===== src/rtl/mbox_irq_pkg.sv =====
// Package: shared types for the mailbox interrupt controller.
// Assumes: controls of both ports use the same active-low encoding.
package mbox_irq_pkg;

    // Side index: which port a flag or decoder belongs to.
    typedef enum logic {
        SIDE_L = 1'b0,
        SIDE_R = 1'b1
    } side_e;

    // Control strobes of one port as seen on the pins.
    typedef struct packed {
        logic ce_n;   // chip enable, active low
        logic rw;     // 1 = read, 0 = write
        logic oe_n;   // output enable, active low
    } port_ctrl_t;

    // A read is only counted when enable, output enable and read level agree.
    function automatic logic is_read(port_ctrl_t c);
        return !c.ce_n && c.rw && !c.oe_n;
    endfunction

    // A write needs chip enable with the direction pin low.
    function automatic logic is_write(port_ctrl_t c);
        return !c.ce_n && !c.rw;
    endfunction

endpackage


===== src/rtl/mbox_access_decode.sv =====
// Module: mbox_access_decode
// Classifies one port's access against the two mailbox addresses.
// rd_own  : the port reads its own inbox (a clear request for its flag).
// wr_peer : the port writes its partner's inbox (a set request for the partner).
// Assumes: the outputs are combinational and are registered by the flag module.
module mbox_access_decode
    import mbox_irq_pkg::*;
#(
    parameter int                ADDR_W   = 15,
    parameter logic [ADDR_W-1:0] OWN_BOX  = '0,
    parameter logic [ADDR_W-1:0] PEER_BOX = '1
) (
    input  port_ctrl_t        ctrl,
    input  logic [ADDR_W-1:0] addr,
    output logic              rd_own,
    output logic              wr_peer
);

    // Decode the access type and match it against the mailbox addresses.
    always_comb begin
        rd_own  = is_read(ctrl)  && (addr == OWN_BOX);
        wr_peer = is_write(ctrl) && (addr == PEER_BOX);
    end

    // A deselected port can request nothing.
    always_comb begin
        if (ctrl.ce_n) begin
            assert_deselect_quiet_R7: assert (!rd_own && !wr_peer)
                else $error("deselected port produced a mailbox request");
        end
    end

endmodule


===== src/rtl/mbox_irq_flag.sv =====
// Module: mbox_irq_flag
// Holds one pending-interrupt flag. A set request wins over a clear
// request sampled on the same edge. Synchronous active-low reset clears it.
module mbox_irq_flag (
    input  logic clk,
    input  logic rst_n,
    input  logic set_i,
    input  logic clr_i,
    output logic flag_o
);

    // Update the flag: reset, then set, then clear, otherwise hold.
    always_ff @(posedge clk) begin
        if (!rst_n)      flag_o <= 1'b0;
        else if (set_i)  flag_o <= 1'b1;
        else if (clr_i)  flag_o <= 1'b0;
    end

    assert_set_wins_R8: assert property (@(posedge clk) disable iff (!rst_n)
        set_i |=> flag_o)
        else $error("flag not set after set request");

    assert_clear_R3: assert property (@(posedge clk) disable iff (!rst_n)
        (clr_i && !set_i) |=> !flag_o)
        else $error("flag not cleared after clear request");

    assert_hold_R9: assert property (@(posedge clk) disable iff (!rst_n)
        (!set_i && !clr_i) |=> $stable(flag_o))
        else $error("flag changed without request");

endmodule


===== src/rtl/dpram_mbox_irq.sv =====
// Module: dpram_mbox_irq (top)
// Cross-port mailbox interrupts for a two-port memory. The all-ones word
// address is the right port's inbox and the address one below it is the
// left port's inbox. Writing the partner's inbox raises the partner's
// interrupt. Reading one's own inbox clears one's own interrupt.
// Assumes: port strobes are synchronous to clk; message storage is elsewhere.
module dpram_mbox_irq
    import mbox_irq_pkg::*;
#(
    parameter int ADDR_W = 15
) (
    input  logic              clk,
    input  logic              rst_n,
    input  logic              l_ce_n,
    input  logic              l_rw,
    input  logic              l_oe_n,
    input  logic [ADDR_W-1:0] l_addr,
    input  logic              r_ce_n,
    input  logic              r_rw,
    input  logic              r_oe_n,
    input  logic [ADDR_W-1:0] r_addr,
    output logic              l_irq_n,
    output logic              r_irq_n
);

    localparam int                NSIDE  = 2;
    localparam logic [ADDR_W-1:0] BOX_R  = {ADDR_W{1'b1}};
    localparam logic [ADDR_W-1:0] BOX_L  = BOX_R - 1'b1;

    port_ctrl_t        ctrl    [NSIDE];
    logic [ADDR_W-1:0] addr    [NSIDE];
    logic              rd_own  [NSIDE];
    logic              wr_peer [NSIDE];
    logic              flag    [NSIDE];

    // Gather the pins of both ports into side-indexed arrays.
    always_comb begin
        ctrl[SIDE_L] = '{ce_n: l_ce_n, rw: l_rw, oe_n: l_oe_n};
        ctrl[SIDE_R] = '{ce_n: r_ce_n, rw: r_rw, oe_n: r_oe_n};
        addr[SIDE_L] = l_addr;
        addr[SIDE_R] = r_addr;
    end

    // One decoder and one flag per side; the partner's write sets the flag.
    for (genvar s = 0; s < NSIDE; s++) begin : g_side
        localparam logic [ADDR_W-1:0] OWN  = (s == int'(SIDE_R)) ? BOX_R : BOX_L;
        localparam logic [ADDR_W-1:0] PEER = (s == int'(SIDE_R)) ? BOX_L : BOX_R;

        mbox_access_decode #(
            .ADDR_W   (ADDR_W),
            .OWN_BOX  (OWN),
            .PEER_BOX (PEER)
        ) i_dec (
            .ctrl    (ctrl[s]),
            .addr    (addr[s]),
            .rd_own  (rd_own[s]),
            .wr_peer (wr_peer[s])
        );

        mbox_irq_flag i_flag (
            .clk    (clk),
            .rst_n  (rst_n),
            .set_i  (wr_peer[NSIDE-1-s]),
            .clr_i  (rd_own[s]),
            .flag_o (flag[s])
        );
    end

    // Drive the active-low interrupt pins straight from the flags.
    always_comb begin
        l_irq_n = !flag[SIDE_L];
        r_irq_n = !flag[SIDE_R];
    end

    assert_reset_idle_R1: assert property (@(posedge clk)
        !rst_n |=> (l_irq_n && r_irq_n))
        else $error("interrupt active after reset");

    assert_left_sets_right_R2: assert property (@(posedge clk) disable iff (!rst_n)
        (!l_ce_n && !l_rw && l_addr == BOX_R) |=> !r_irq_n)
        else $error("left write to right inbox did not interrupt right");

    assert_right_sets_left_R4: assert property (@(posedge clk) disable iff (!rst_n)
        (!r_ce_n && !r_rw && r_addr == BOX_L) |=> !l_irq_n)
        else $error("right write to left inbox did not interrupt left");

    assert_left_clears_R5: assert property (@(posedge clk) disable iff (!rst_n)
        (!l_ce_n && l_rw && !l_oe_n && l_addr == BOX_L
         && !(!r_ce_n && !r_rw && r_addr == BOX_L)) |=> l_irq_n)
        else $error("left read of own inbox did not clear");

    assert_peer_read_quiet_R6: assert property (@(posedge clk) disable iff (!rst_n)
        (!(!l_ce_n && !l_rw && l_addr == BOX_R)
         && !(!r_ce_n && r_rw && !r_oe_n && r_addr == BOX_R)) |=> $stable(r_irq_n))
        else $error("right interrupt changed without a right-flag access");

endmodule


===== config.mk =====
export PLATFORM = sky130hd
export DESIGN_NAME = dpram_mbox_irq
export DESIGN_NICKNAME = d
export VERILOG_FILES = /design/src/rtl/mbox_irq_pkg.sv /design/src/rtl/mbox_access_decode.sv /design/src/rtl/mbox_irq_flag.sv /design/src/rtl/dpram_mbox_irq.sv
export SDC_FILE = /design/constraint.sdc
export NUM_CORES = 1
export LEC_CHECK = 0
export BUFFER_PORTS_ARGS = -buffer_cell sky130_fd_sc_hd__buf_4
export CORE_AREA = 2 2 39 41
export CTS_CLUSTER_DIAMETER = 60
export DETAILED_ROUTE_END_ITERATION = 16
export DIE_AREA = 0 0 41 43
export GPL_ROUTABILITY_DRIVEN = 0
export MAX_ROUTING_LAYER = met4
export SYNTH_ARGS = -nofsm -noshare
export SYNTH_HDL_FRONTEND = slang
export SYNTH_SLANG_ARGS = --single-unit

===== constraint.sdc =====
create_clock -name clk -period 1.95 [get_ports clk]
set_clock_uncertainty 0.1 [all_clocks]
set_input_delay 0.195 -clock clk [delete_from_list [all_inputs] [get_ports clk]]
set_output_delay 0.195 -clock clk [all_outputs]
set_load 0.02 [all_outputs]

=== After elaboration in Yosys (flattened, before gate mapping) ===
Index checks and enable logic that the tools add are counted.

* Bits of input ports: 38
* Word-level logic and storage cells: 30
* Register bits after elaboration: 2
* Output and inout bits: 2

* Equality and inequality tests: 4
* Reduce and logical (&&, ||, !) cells: 20
* Multiplexer cells: 4

{| class="wikitable"
|+ Operators with widths
! cell !! number
|-
| $eq A15 B15 Y1 const B || 4
|-
| $logic_and A1 B1 Y1 || 10
|-
| $logic_not A1 Y1 || 8
|-
| $mux W1 || 4
|-
| $reduce_bool A2 Y1 || 2
|}

=== Depth between registers and ports, before layout ===
* Depth in word-level cells: 6
* Gate-level depth with buffers: 4
* Depth with buffers taken out: 4

=== Modules after synthesis ===
From an unflattened synthesis, not the netlist that was laid out.

* Cell total of the unflattened synthesis: 23
* Area total of the unflattened synthesis: 196.4 um^2

{| class="wikitable"
|+ Modules (own cells, without submodules)
! module !! times used !! area an instance (um^2) !! cells an instance !! seq. area each (um^2)
|-
| mbox_irq_flag || 2 || 41.3 || 3 || 20.0
|-
| mbox_access_decode (g_side[1].i_dec) || 1 || 55.1 || 7 || 0.0
|-
| mbox_access_decode (g_side[0].i_dec) || 1 || 51.3 || 8 || 0.0
|-
| dpram_mbox_irq || 1 || 7.5 || 2 || 0.0
|}

=== Least setup slack after synthesis ===
Ideal clock, no wire load.

* Path kind: input port to flip-flop
* From: input port r_ce_n
* To: register g_side[1].i_flag.flag_o
* Path buffers: 0
* Arrival time: 1021 ps
* Stages: 4
* Setup time: 117 ps
* Slack: 711 ps
* Data required time: 1733 ps
* Cell sequence: nand4b_1 nor4_2 nand4b_1 a32o_1

* Word-level cells in the longest chain between the ends: 5

{| class="wikitable"
|+ RTL lines
! item !! RTL line !! source
|-
| from (decl) || dpram_mbox_irq.sv:18 || <nowiki>input logic r_ce_n,</nowiki>
|-
| $logic_not A1 Y1 || mbox_irq_pkg.sv:20 || <nowiki>return !c.ce_n && c.rw && !c.oe_n;</nowiki>
|-
| $logic_and A1 B1 Y1 (2 in series) || mbox_irq_pkg.sv:20 ||
|-
| $logic_and A1 B1 Y1 || mbox_access_decode.sv:21 || <nowiki>rd_own = is_read(ctrl) && (addr == OWN_BOX);</nowiki>
|-
| $reduce_bool A2 Y1 (no source line) || n/a ||
|-
| to (signal assigned) || mbox_irq_flag.sv:14 || <nowiki>if (!rst_n) flag_o <= 1'b0;</nowiki>
|-
| to (signal assigned) || mbox_irq_flag.sv:15 || <nowiki>else if (set_i) flag_o <= 1'b1;</nowiki>
|-
| to (signal assigned) || mbox_irq_flag.sv:16 || <nowiki>else if (clr_i) flag_o <= 1'b0;</nowiki>
|-
| to (decl) || mbox_irq_flag.sv:9 || <nowiki>output logic flag_o</nowiki>
|}

No other way between the ends.
A chain may end at the register's enable or synchronous reset.

=== Worst setup path after layout ===
Ends and elaborated chain as after synthesis.

==> flow_summary.toml <==
[cts]
clock_sinks = 2
cts_repair_resize_count = 0
cts-buffers-inserted = 3
post_cts.repair.setup_buffers = 0
clock_latency_ns = 0.22
post_cts_hold_buffer_count = 0
largest_buffer_count_on_any_clock_path = 2
clockRootBuffer = "sky130_fd_sc_hd__clkbuf_4"
tritoncts = "built"
worst_setup_hold_path_clk_slew_ns = 0.03
cts_h_tree_lvls = 1

[critical_path]
timing_worst_setup_path_type = "in -> reg"
worstPathCellList = "buf_4, nand4b_1, nor4_2, nand4b_1, a32o_1"
cp_max_fo = 2
cp-start-kind = "primary input"
setup.worst_path.end_class = "flip-flop"
crit_path_frequent_cell = "sky130_fd_sc_hd__nand4b_1"
critical_path.slowest_cell = "sky130_fd_sc_hd__nor4_2"
worst-endpoint-required_ns = 1.96
crit_path_max_incr_delay_ns = 0.34
crit_arrival_ns = 1.23

[sta]
timing.final.crit_share_pct = 62.6
worst_slew_pin_slew_ns = 0.358
setup_tns_ns = 0
worst_case_headroom_to_the_max_slew_limit_pct = 75.9
max_freq_mhz = 820
grt_setup_unrepaired = "false"
timing.final.crit_period_ns = 1.22
setup_violations = 0
final-hold-violation-count = 0
final_max_slew_viol_count = 0

[synthesis]
syn-instance-count = 23
netlist_top_cells_area = "sky130_fd_sc_hd__dfxtp_1, sky130_fd_sc_hd__nand4b_1, sky130_fd_sc_hd__nand4_1"
syn-mean-instance-area_um2 = 7.45
synth_top_area_cell = "sky130_fd_sc_hd__dfxtp_1"
synth_top_area_share_pct = 23.4
synth.yosys.seq_area_share_pct = 23.4
yosys_register_bits = 2
synth.cell_area_um2 = 171
syn_nets = 61
synth.yosys.warnings = 0
synth.lib_cells_used.distinct = 12

[final_layout]
design.final.nets = 105
area_growth_syn_to_layout_pct = 196
layout.core_utilization_pct = 36.6
antennaDiodeCount = 0
largest_reg_flops = 2
largest_register = "g_side.i_flag.flag_o"
layout-drive-gt1-share_pct = 67.7
reg_top3 = "g_side.i_flag.flag_o: 2 flops"

[floorplan]
rows = 14
initial_core_util_pct = 12.4
dieArea_um2 = 1760
ios = 40
core-area_um2 = 1380
die_x_um = 41
die_h_um = 43

[global_routing]
wire_length_of_the_first_global_routing_pass_mm = 1.18
grt-ovfl-total = 0
global_route.usage.total_pct = 10.4
largest_net_degree_at_the_start_of_global_routing = 5
via_count_of_the_first_global_routing_pass = 399
antenna_found_initial = 0

[power_and_ir_drop]
clock_power_share_pct = 46.7
p_comb_share_pct = 32.4
pwr_density_cell_nw_per_um2 = 388
report.power.total_mw = 0.197
peakVddDrop_v = 0.000176
power.leakage_nw = 0.240
power_switching_share_pct = 19.3
pwr-share-seq_pct = 21.0
pint_mw = 0.159
netSwitchingPower_mw = 0.0380

[detailed_routing]
route.top_layer_used = "met3"
drt_wl_total_um = 812
antenna_violating_nets_post_route = 0
drc_errors = 0
met1Wirelength_um = 243
via_count = 376
wl_met3_um = 188
met2_wirelength_um = 380
route.detailed.vias_per_inst = 4.64
starting_drt_drc_count = 0
drtPass1Iterations = 1
detail_route.wl_per_cell_um = 10.0

[run]
cap_viol_max_count = 0

[placement]
place.detailed.hpwl_um = 733
portBuffers = 39

[outcome]
result_of_the_run = "finished, final reports clean"

[min_path]
holdCritPathClass = "in -> reg"
-- worst max-delay path, delay by kind of cell --
family / cells / cell delay (ns)
compound gates: 1 / 0.27
simple gates: 3 / 0.66
buf+inv: 1 / 0.10
-- per-stage QoR --
| step | cells | setup WS, ns | area, um^2 | hold WS [ns] |
|---|---|---|---|---|
| floorplan | 23 | 0.711 | 171 | 0.240 |
| global placement | 78 | 0.488 | 484 | 0.353 |
| detailed placement | 78 | 0.487 | 484 | 0.357 |
| CTS | 81 | 0.731 | 507 | 0.122 |
| global route | 81 | 0.646 | 507 | 0.125 |
| finish | 81 | 0.730 | 507 | 0.131 |
-- final cells by class --
class	count	area, um^2
clock buffer	3	22.5
fill	156	877
inverter	2	7.51
multi-input combinational	19	124
sequential	2	40.0
tap	16	20.0
timing repair buffer	39	293
-- cell families after synthesis --
| logic type | count (synthesis) | synth area share [%] |
|---|---|---|
| and+or+nand+nor | 16 | 57.7 |
| AOI/OAI and AO/OA | 3 | 14.6 |
| DFF | 2 | 23.4 |
| buffers and inverters | 2 | 4.38 |
-- power groups by stage --
stage | sequential [mW] | clock (mW) | combinational (mW)
after floorplan | 0.0418 | 0 | 0.00601
after global placement | 0.0418 | 0 | 0.0629
after detailed placement | 0.0418 | 0 | 0.0644
after CTS | 0.0412 | 0.0982 | 0.0647
after global routing | 0.0412 | 0.104 | 0.0696
final | 0.0412 | 0.0918 | 0.0637
-- worst paths after layout --
path,to,cells past startpoint,slack (ns),startpoint
hold reg to reg,g_side[1].i_flag.flag_o,1,0.40,g_side[1].i_flag.flag_o
hold / removal,g_side[0].i_flag.flag_o,2,0.13,rst_n
setup reg to reg,g_side[0].i_flag.flag_o,3,1.12,g_side[0].i_flag.flag_o
setup / recovery,g_side[1].i_flag.flag_o,5,0.73,r_ce_n
-- synth_stat cells --
cell and n:
sky130_fd_sc_hd__nor4_2 1, sky130_fd_sc_hd__nor4_1 1, sky130_fd_sc_hd__nand4_1 4, sky130_fd_sc_hd__nand4b_1 3
sky130_fd_sc_hd__inv_1 2, sky130_fd_sc_hd__nand2_1 2, sky130_fd_sc_hd__dfxtp_1 2, sky130_fd_sc_hd__nor2_1 3
sky130_fd_sc_hd__a32o_1 1, sky130_fd_sc_hd__a31o_2 1, sky130_fd_sc_hd__nand3_1 2, sky130_fd_sc_hd__a31oi_1 1
-- per-layer routing --
layer  up-vias  track usage, %
li1        178               -
met1       160            7.67
met2        38            18.4
met3         0            4.71
met4         0            6.00
met5         -               -
-- cells in the final DEF, fill, tap and decap left out, drive strengths merged --
| cell | synthesis | final |
|---|---|---|
| nor2 | 3 | 3 |
| a31oi | 1 | 1 |
| clkbuf | 0 | 3 |
| inv | 2 | 2 |
| nand2 | 2 | 2 |
| nand4b | 3 | 3 |
| nor4 | 2 | 2 |
| buf | 0 | 39 |
| a31o | 1 | 1 |
| a32o | 1 | 1 |
| dfxtp | 2 | 2 |
| nand4 | 4 | 4 |
| nand3 | 2 | 2 |
Power figures use the tool's default switching activity.
